## src/rtl/rg_pkg.sv

```systemverilog
package rg_pkg;
  typedef enum logic [1:0] {
    WIN_NONE = 2'd0,
    WIN_ONE  = 2'd1,
    WIN_TWO  = 2'd2
  } win_e;

  // {g,f,e,d,c,b,a}, active low
  localparam logic [6:0] SEG_BLANK = 7'b1111111;
  localparam logic [6:0] SEG_ONE   = 7'b1111001;
  localparam logic [6:0] SEG_TWO   = 7'b0100100;

  function automatic logic [6:0] seg_of(win_e w);
    case (w)
      WIN_ONE: return SEG_ONE;
      WIN_TWO: return SEG_TWO;
      default: return SEG_BLANK;
    endcase
  endfunction
endpackage

```

## src/rtl/btn_sync.sv

```systemverilog
module btn_sync #(
  parameter int STAGES = 2
) (
  input  logic clk_i,
  input  logic rst_ni,
  input  logic raw_ni,
  output logic sync_no
);
  logic [STAGES-1:0] chain_q;

  // Reset to the released level (high)
  always_ff @(posedge clk_i or negedge rst_ni) begin
    if (!rst_ni) chain_q <= '1;
    else         chain_q <= {chain_q[STAGES-2:0], raw_ni};
  end

  assign sync_no = chain_q[STAGES-1];
endmodule

```

## src/rtl/press_detect.sv

```systemverilog
module press_detect (
  input  logic clk_i,
  input  logic rst_ni,
  input  logic level_ni,
  output logic pulse_o
);
  typedef enum logic {ST_UP, ST_DOWN} pd_st_e;
  pd_st_e st_q;

  always_ff @(posedge clk_i or negedge rst_ni) begin
    if (!rst_ni)        st_q <= ST_UP;
    else if (!level_ni) st_q <= ST_DOWN;
    else                st_q <= ST_UP;
  end

  assign pulse_o = (st_q == ST_UP) && !level_ni;

  assert_single_pulse_R4: assert property (@(posedge clk_i) disable iff (!rst_ni)
    pulse_o |=> !pulse_o);
endmodule

```

## src/rtl/field_cell.sv

```systemverilog
module field_cell #(
  parameter bit INIT = 1'b0
) (
  input  logic clk_i,
  input  logic rst_ni,
  input  logic freeze_i,
  input  logic step_r_i,
  input  logic step_l_i,
  input  logic left_lit_i,
  input  logic right_lit_i,
  output logic lit_o
);
  logic lit_q;

  always_ff @(posedge clk_i or negedge rst_ni) begin
    if (!rst_ni)                    lit_q <= INIT;
    else if (freeze_i)              lit_q <= lit_q;
    else if (step_r_i && !step_l_i) lit_q <= left_lit_i;
    else if (step_l_i && !step_r_i) lit_q <= right_lit_i;
  end

  assign lit_o = lit_q;

  assert_frozen_R8: assert property (@(posedge clk_i) disable iff (!rst_ni)
    freeze_i |=> $stable(lit_q));
endmodule

```

## src/rtl/win_unit.sv

```systemverilog
module win_unit
  import rg_pkg::*;
(
  input  logic       clk_i,
  input  logic       rst_ni,
  input  logic       step_r_i,
  input  logic       step_l_i,
  input  logic       right_end_i,
  input  logic       left_end_i,
  output logic       won_o,
  output logic [6:0] seg_o
);
  win_e st_q;

  always_ff @(posedge clk_i or negedge rst_ni) begin
    if (!rst_ni) st_q <= WIN_NONE;
    else if (st_q == WIN_NONE) begin
      if (step_r_i && !step_l_i && right_end_i)      st_q <= WIN_ONE;
      else if (step_l_i && !step_r_i && left_end_i)  st_q <= WIN_TWO;
    end
  end

  assign won_o = (st_q != WIN_NONE);
  assign seg_o = seg_of(st_q);

  assert_win_held_R8: assert property (@(posedge clk_i) disable iff (!rst_ni)
    won_o |=> $stable(seg_o));
  assert_no_tie_win_R5: assert property (@(posedge clk_i) disable iff (!rst_ni)
    (!won_o && step_r_i && step_l_i) |=> !won_o);
endmodule

```

## src/rtl/rope_game_top.sv

```systemverilog
module rope_game_top #(
  parameter int N_CELLS     = 9,
  parameter int SYNC_STAGES = 2
) (
  input  logic               clk_i,
  input  logic               rst_ni,
  input  logic               btn_one_ni,
  input  logic               btn_two_ni,
  output logic [N_CELLS-1:0] lights_o,
  output logic [6:0]         seg_o
);
  localparam int CENTER = N_CELLS / 2;

  logic one_sync_n, two_sync_n;
  logic step_r, step_l;
  logic won;
  logic [N_CELLS+1:0] padded;

  btn_sync #(.STAGES(SYNC_STAGES)) u_sync_one (
    .clk_i(clk_i), .rst_ni(rst_ni), .raw_ni(btn_one_ni), .sync_no(one_sync_n));
  btn_sync #(.STAGES(SYNC_STAGES)) u_sync_two (
    .clk_i(clk_i), .rst_ni(rst_ni), .raw_ni(btn_two_ni), .sync_no(two_sync_n));

  press_detect u_pd_one (
    .clk_i(clk_i), .rst_ni(rst_ni), .level_ni(one_sync_n), .pulse_o(step_r));
  press_detect u_pd_two (
    .clk_i(clk_i), .rst_ni(rst_ni), .level_ni(two_sync_n), .pulse_o(step_l));

  // Dark cells beyond both ends
  assign padded = {1'b0, lights_o, 1'b0};

  for (genvar i = 0; i < N_CELLS; i++) begin : g_cell
    field_cell #(.INIT(i == CENTER)) u_cell (
      .clk_i      (clk_i),
      .rst_ni     (rst_ni),
      .freeze_i   (won),
      .step_r_i   (step_r),
      .step_l_i   (step_l),
      .left_lit_i (padded[i+2]),
      .right_lit_i(padded[i]),
      .lit_o      (lights_o[i])
    );
  end

  win_unit u_win (
    .clk_i      (clk_i),
    .rst_ni     (rst_ni),
    .step_r_i   (step_r),
    .step_l_i   (step_l),
    .right_end_i(lights_o[0]),
    .left_end_i (lights_o[N_CELLS-1]),
    .won_o      (won),
    .seg_o      (seg_o)
  );

  assert_one_lit_R9: assert property (@(posedge clk_i) disable iff (!rst_ni)
    !won |-> ($countones(lights_o) == 1));
  assert_tie_hold_R5: assert property (@(posedge clk_i) disable iff (!rst_ni)
    (step_r && step_l) |=> $stable(lights_o));
  assert_dark_after_win_R6: assert property (@(posedge clk_i) disable iff (!rst_ni)
    won |-> (lights_o == '0));
endmodule

```

## config.mk

```make
export PLATFORM = sky130hd
export DESIGN_NAME = rope_game_top
export DESIGN_NICKNAME = d
export VERILOG_FILES = /design/src/rtl/rg_pkg.sv /design/src/rtl/btn_sync.sv /design/src/rtl/press_detect.sv /design/src/rtl/field_cell.sv /design/src/rtl/win_unit.sv /design/src/rtl/rope_game_top.sv
export SDC_FILE = /design/constraint.sdc
export NUM_CORES = 1
export LEC_CHECK = 0
export BUFFER_PORTS_ARGS = -buffer_cell sky130_fd_sc_hd__buf_2
export CORE_MARGIN = 1.5
export CORE_UTILIZATION = 25
export DETAILED_ROUTE_END_ITERATION = 12
export SLEW_MARGIN = 20
export SYNTH_ARGS = -nofsm -noshare
export SYNTH_HDL_FRONTEND = slang
export SYNTH_SLANG_ARGS = --single-unit
```

## constraint.sdc

```tcl
create_clock -name clk_i -period 3.3 [get_ports clk_i]
set_input_delay 0.33 -clock clk_i [delete_from_list [all_inputs] [get_ports clk_i]]
set_output_delay 0.33 -clock clk_i [all_outputs]
set_load 0.01 [all_outputs]
```

* Yosys cells after proc, flatten, opt, wreduce, memory -nomap -nowiden
Cells that the tools add are included.
** Word-level totals
- Flip-flop bits (word level) :: 17
- Word-level logic and storage cells :: 58
- Input bits :: 4
- Output and inout port bits :: 16
** Operators by class
- Bitwise gates (word level) :: 3
- Equality and inequality tests :: 2
- Reduce and logical (&&, ||, !) cells :: 16
- Mux-type cells :: 23
** Operators with widths (count)
- 1-bit two-way mux :: 20
- 7-bit one-hot mux with 2 select lines :: 1
- 1-bit logical AND :: 6
- 2-bit nonzero test :: 3
- 1-bit zero test :: 4
- 2-bit two-way mux :: 2
- 2-bit AND reduction :: 2
- 1-bit NOT :: 3
- 2-bit by 1-bit equality test with 1-bit output, second input constant :: 1
- 2-bit equality test, second input constant :: 1
- 2-bit zero test :: 1

* Depth between registers and ports, before layout
- Word-level depth :: 7
- Gate-level depth with buffers :: 5
- Mapped depth without buffers :: 5

* Hierarchy
From an unflattened synthesis, not the netlist that was laid out.
** Unflattened totals
- Cell total of the unflattened synthesis :: 87
- Area, all modules :: 942.2 um^2
** Modules (own cells, without submodules)
- field_cell at g_cell[0].u_cell ... :: cells an instance 6, seq. area each 25.0 um^2, times used 8, area an instance 63.8 um^2
- win_unit :: cells an instance 22, seq. area each 50.0 um^2, times used 1, area an instance 192.7 um^2
- btn_sync :: cells an instance 2, seq. area each 52.6 um^2, times used 2, area an instance 52.6 um^2
- field_cell at g_cell[4].u_cell :: cells an instance 6, seq. area each 26.3 um^2, times used 1, area an instance 65.1 um^2
- press_detect :: cells an instance 3, seq. area each 25.0 um^2, times used 2, area an instance 32.5 um^2
- rope_game_top :: cells an instance 1, seq. area each 0.0 um^2, times used 1, area an instance 3.8 um^2

* Worst setup path before layout
No wires, ideal clock.
- Path type :: register to register
- Start :: register u_sync_two.chain_q[1]
- End :: register g_cell[2].u_cell.lit_q
- Clock period less this slack :: 1648 ps
- Data required time :: 3175 ps
- Stages on the path, launching flop included :: 6
- Path buffers :: 1
- Path slack :: 1652 ps
- Data arrival time :: 1524 ps
- Library setup time :: 125 ps
- Cells stage by stage :: dfstp_2 -> or2_2 -> ha_1 -> nor2b_1 -> buf_4 -> mux2_2
** Between the ends
- Word-level cells in the longest chain between the ends :: 6
- Elaborated cells on any way between the ends :: 8
- Classes of those cells :: 1 x mux; 7 x reduce/logical
** RTL lines
- from (decl) :: line btn_sync.sv:9 : logic [STAGES-1:0] chain_q;
- from (signal assigned) :: line btn_sync.sv:14 : else chain_q <= {chain_q[STAGES-2:0], raw_ni};
- 1-bit zero test (*)
- 1-bit logical AND (*) :: line press_detect.sv:16 : assign pulse_o = (st_q == ST_UP) && !level_ni;
- 1-bit zero test :: line field_cell.sv:18 : else if (step_r_i && !step_l_i) lit_q <= left_lit_i;
- 1-bit logical AND :: line field_cell.sv:18
- 2-bit nonzero test (no source line)
- 2-bit AND reduction (no source line)
- to (signal assigned) :: line field_cell.sv:17 : else if (freeze_i) lit_q <= lit_q;
- to (signal assigned) :: line field_cell.sv:18
- to (signal assigned) :: line field_cell.sv:19 : else if (step_l_i && !step_r_i) lit_q <= right_lit_i;
- to (decl) :: line field_cell.sv:13 : logic lit_q;
Mark *: on every way between the ends. The rest lies on a longest branch, timed or not.
A chain may end at the register's enable or synchronous reset.

* Worst setup path after layout
Same ends and word-level chain as after synthesis.

==> impl_results.md <==
- Status: finished clean
- Routed wire per std cell: 10.65 um
- DR vias/cell: 3.843
- WHS Endpoint: u_sync_one.chain_q[0]$_DFF_PN1_
- CTS root buf: clkbuf_8
- Die W: 63.94 um
- WP buf/inv: 0
- Kind of critical path: reg2reg
- Worst R2R End: g_cell[2].u_cell.lit_o$_DFFE_PN0P_
- Slowest CP cell: dfstp_2
- Worst hold start: btn_one_ni
- Antenna Cells: 0
- XOR/XNOR share of the synthesized area: 0%
- Ys Warns: 0
- Worst R2R Path Depth: 4
- Synth area leader: dfrtp_1
- # IOs: 20
- Worst clock skew: 0.006758 ns
- CP Cell Sequence: or2_2, ha_1, mux2_2, mux2_2
- DRC errors left: 0
- VDD IR-drop max: 190.5 uV
- Simple-gate portion of the synthesized area: 3.639%
- Post-Syn Nets: 81
- Port Buffers: 18
- Final setup vio count: 0
- Cell row count: 21
- Layout cells sized above 1: 55.56%
- Hold Crit Depth: 1
- Portion of netlist area occupied by mux cells: 24.12%
- Synth area leaders: dfrtp_1 32%, mux2_4 19%, dfstp_2 14%
- Cell Area, Synth: 928.4 sq um
- Commonest non-fill, non-tap cells in the layout: 18 x buf_2, 12 x mux2_4, 12 x dfrtp_1
- Sequential share of the synthesized area: 46.50%
- Main combinational cell family by area after synthesis: multiplexers
- FF+latch count, synth: 17
- All-layer global routing usage: 7.520%
- Fill count: 358
- Routability cong.: 0.7241
- GRT overflow: 0
- Minimum clock period: 1.870 ns
- Die area: 4088 sq um
- Reg clk slew, reported paths: 0.06 ns
- Commonest non-fill, non-tap cell in the layout: buf_2
- Post-Syn Instances: 72
- Final hold vios: 0
- Post-CTS setup buffers: 0
- Slew of the pin with the lowest slew margin: 0.5400 ns
- Initial core utilization: 26.97%
- Initial antenna violation count: 0
- First-pass GRT wire length: 2.325 mm
- R2r startpoint: u_sync_two.chain_q[1]$_DFF_PN1_
- Setup TNS: 0 ns
- Post-synthesis compound-gate area fraction: 2.022%
- Area Growth Syn to Fin: 10.24%
- Later-pin clock latency in the skew report: 0.25 ns
- Synth Area in Adders: 6.739%
- Starting DRC count in detailed routing: 3
- Setup slack, reg-to-reg: 1.43 ns
- Crit-path max cell delay: 0.52 ns
- Cell Pwr Density: 385.4 nW/um^2
- Syn Area/Cell: 12.89 sq um
- Fmax: 534.9 MHz
- Critical Path Most Common Cell: mux2_2
- CTS tree: built
- CTS H-Tree Depth: 1
- Crit start category: flop
- TritonCTS Sinks: 17
- Fin crit share: 56.66%
- Clock buffer depth: 2
- Post-synth top area share: 32.35%
- Top delay family on crit path: multiplexers
- RSZ-0062 raised after global routing: no
- Critical Path AT: 2.00 ns
- Worst rel slew slack: 64.00%
- Hold Crit Class: in2reg
- Hpwl dp: 1.006 mm
- Core area: 3442 sq um
- DR pass1 iterations: 2
- Largest net degree at the start of global routing: 18
- Max-Cap Viols: 0
- Leakage: 0.5106 nW
- Layout Nets: 91
- Drt total wl: 1.352 mm
- Final ANT Viol Nets: 0
- Crit Path Max Fanout: 11
- Vias in the first global route: 504
- Pins Over Slew Limit: 0
- Crit. End Element: flop
- CTS buffer count: 3
- Worst EP required: 3.44 ns
- Vias: 488
- Tot Pwr: 0.3944 mW
- Synth cell types: 18
- Die Y: 63.94 um
state kept, by name, summed over array words and instances (netlist names):
name                 count
g_cell.u_cell.lit_o      9
u_sync_one.chain_q       2
u_sync_two.chain_q       2
u_win.st_q               2
u_pd_one.st_q            1
u_pd_two.st_q            1
per-layer routing:
metal,vias up,GRT usage [%],routed length (um)
met1,234,9.341,639
met2,18,10.55,582
li1,234,-,-
met3,2,3.169,106
met4,0,4.891,24
met5,-,0,0
what timing repair did:
item	4_1_cts	5_1_grt
gates resized for setup	0	0
endpoints found under the hold margin	9	0
hold buffers	1	0
layout make-up:
| class | instances | area (sq um) | area share [%] |
|---|---|---|---|
| Clock inverter | 1 | 5.005 | 0.4890 |
| Timing Repair Buffer | 20 | 107.6 | 10.51 |
| Clock buffer | 3 | 41.29 | 4.034 |
| Inverter | 10 | 37.54 | 3.667 |
| Multi-Input combinational cell | 30 | 342.8 | 33.50 |
| Sequential cell | 17 | 431.7 | 42.18 |
| Tap cell | 46 | 57.56 | 5.623 |
where the power goes:
group          total, mW  switching, mW  internal, mW
Combinational     0.0263         0.0152        0.0111
Clock              0.153         0.0692        0.0837
Sequential         0.215        0.00109         0.214
Yosys cell counts, drive strengths merged:
library cell and count:
mux2i 1, nand2 1, nand3 1, inv 10, and2b 1, or2 1, a32o 1, ha 5
dfrtp 12, conb 1, nor2 1, dfstp 5, nor2b 1, buf 15, mux2 15, a32oi 1
stage by stage:
step                      hold WS (ns)  instances  util (%)  setup WS, ns  instance area (sq um)
after CTS                       0.1687        127     29.73         1.406                   1023
after global placement          0.2675        122     28.10         1.465                  967.2
final                           0.1768        127     29.73         1.430                   1023
after floorplan                0.03441         72         -         1.652                  928.4
after detailed placement        0.2721        122     28.10         1.412                  967.2
after global routing            0.1680        127     29.73         1.333                   1023
logic make-up (layout without fill, tap and decap cells):
kind of cell | count (synthesis) | after routing
buffers and inverters | 25 | 34
adders and majority gates | 5 | 5
other | 1 | 1
and+or+nand+nor | 6 | 6
DFF | 17 | 17
muxes | 16 | 16
AOI/OAI and AO/OA | 2 | 2
how the worst max path moves through the flow:
| stage | to | depth (start not counted) | startpoint |
|---|---|---|---|
| 2_1_floorplan | g_cell[2].u_cell.lit_o$_DFFE_PN0P_ | 5 | u_sync_two.chain_q[1]$_DFF_PN1_ |
| 3_3_place_gp | g_cell[2].u_cell.lit_o$_DFFE_PN0P_ | 4 | u_sync_two.chain_q[1]$_DFF_PN1_ |
| 3_5_place_dp | g_cell[2].u_cell.lit_o$_DFFE_PN0P_ | 4 | u_sync_two.chain_q[1]$_DFF_PN1_ |
| 4_1_cts | g_cell[2].u_cell.lit_o$_DFFE_PN0P_ | 4 | u_sync_two.chain_q[1]$_DFF_PN1_ |
| 5_1_grt | g_cell[2].u_cell.lit_o$_DFFE_PN0P_ | 4 | u_sync_two.chain_q[1]$_DFF_PN1_ |
| 6_report | g_cell[2].u_cell.lit_o$_DFFE_PN0P_ | 4 | u_sync_two.chain_q[1]$_DFF_PN1_ |
No activity file was read; power rests on OpenSTA's default activity.
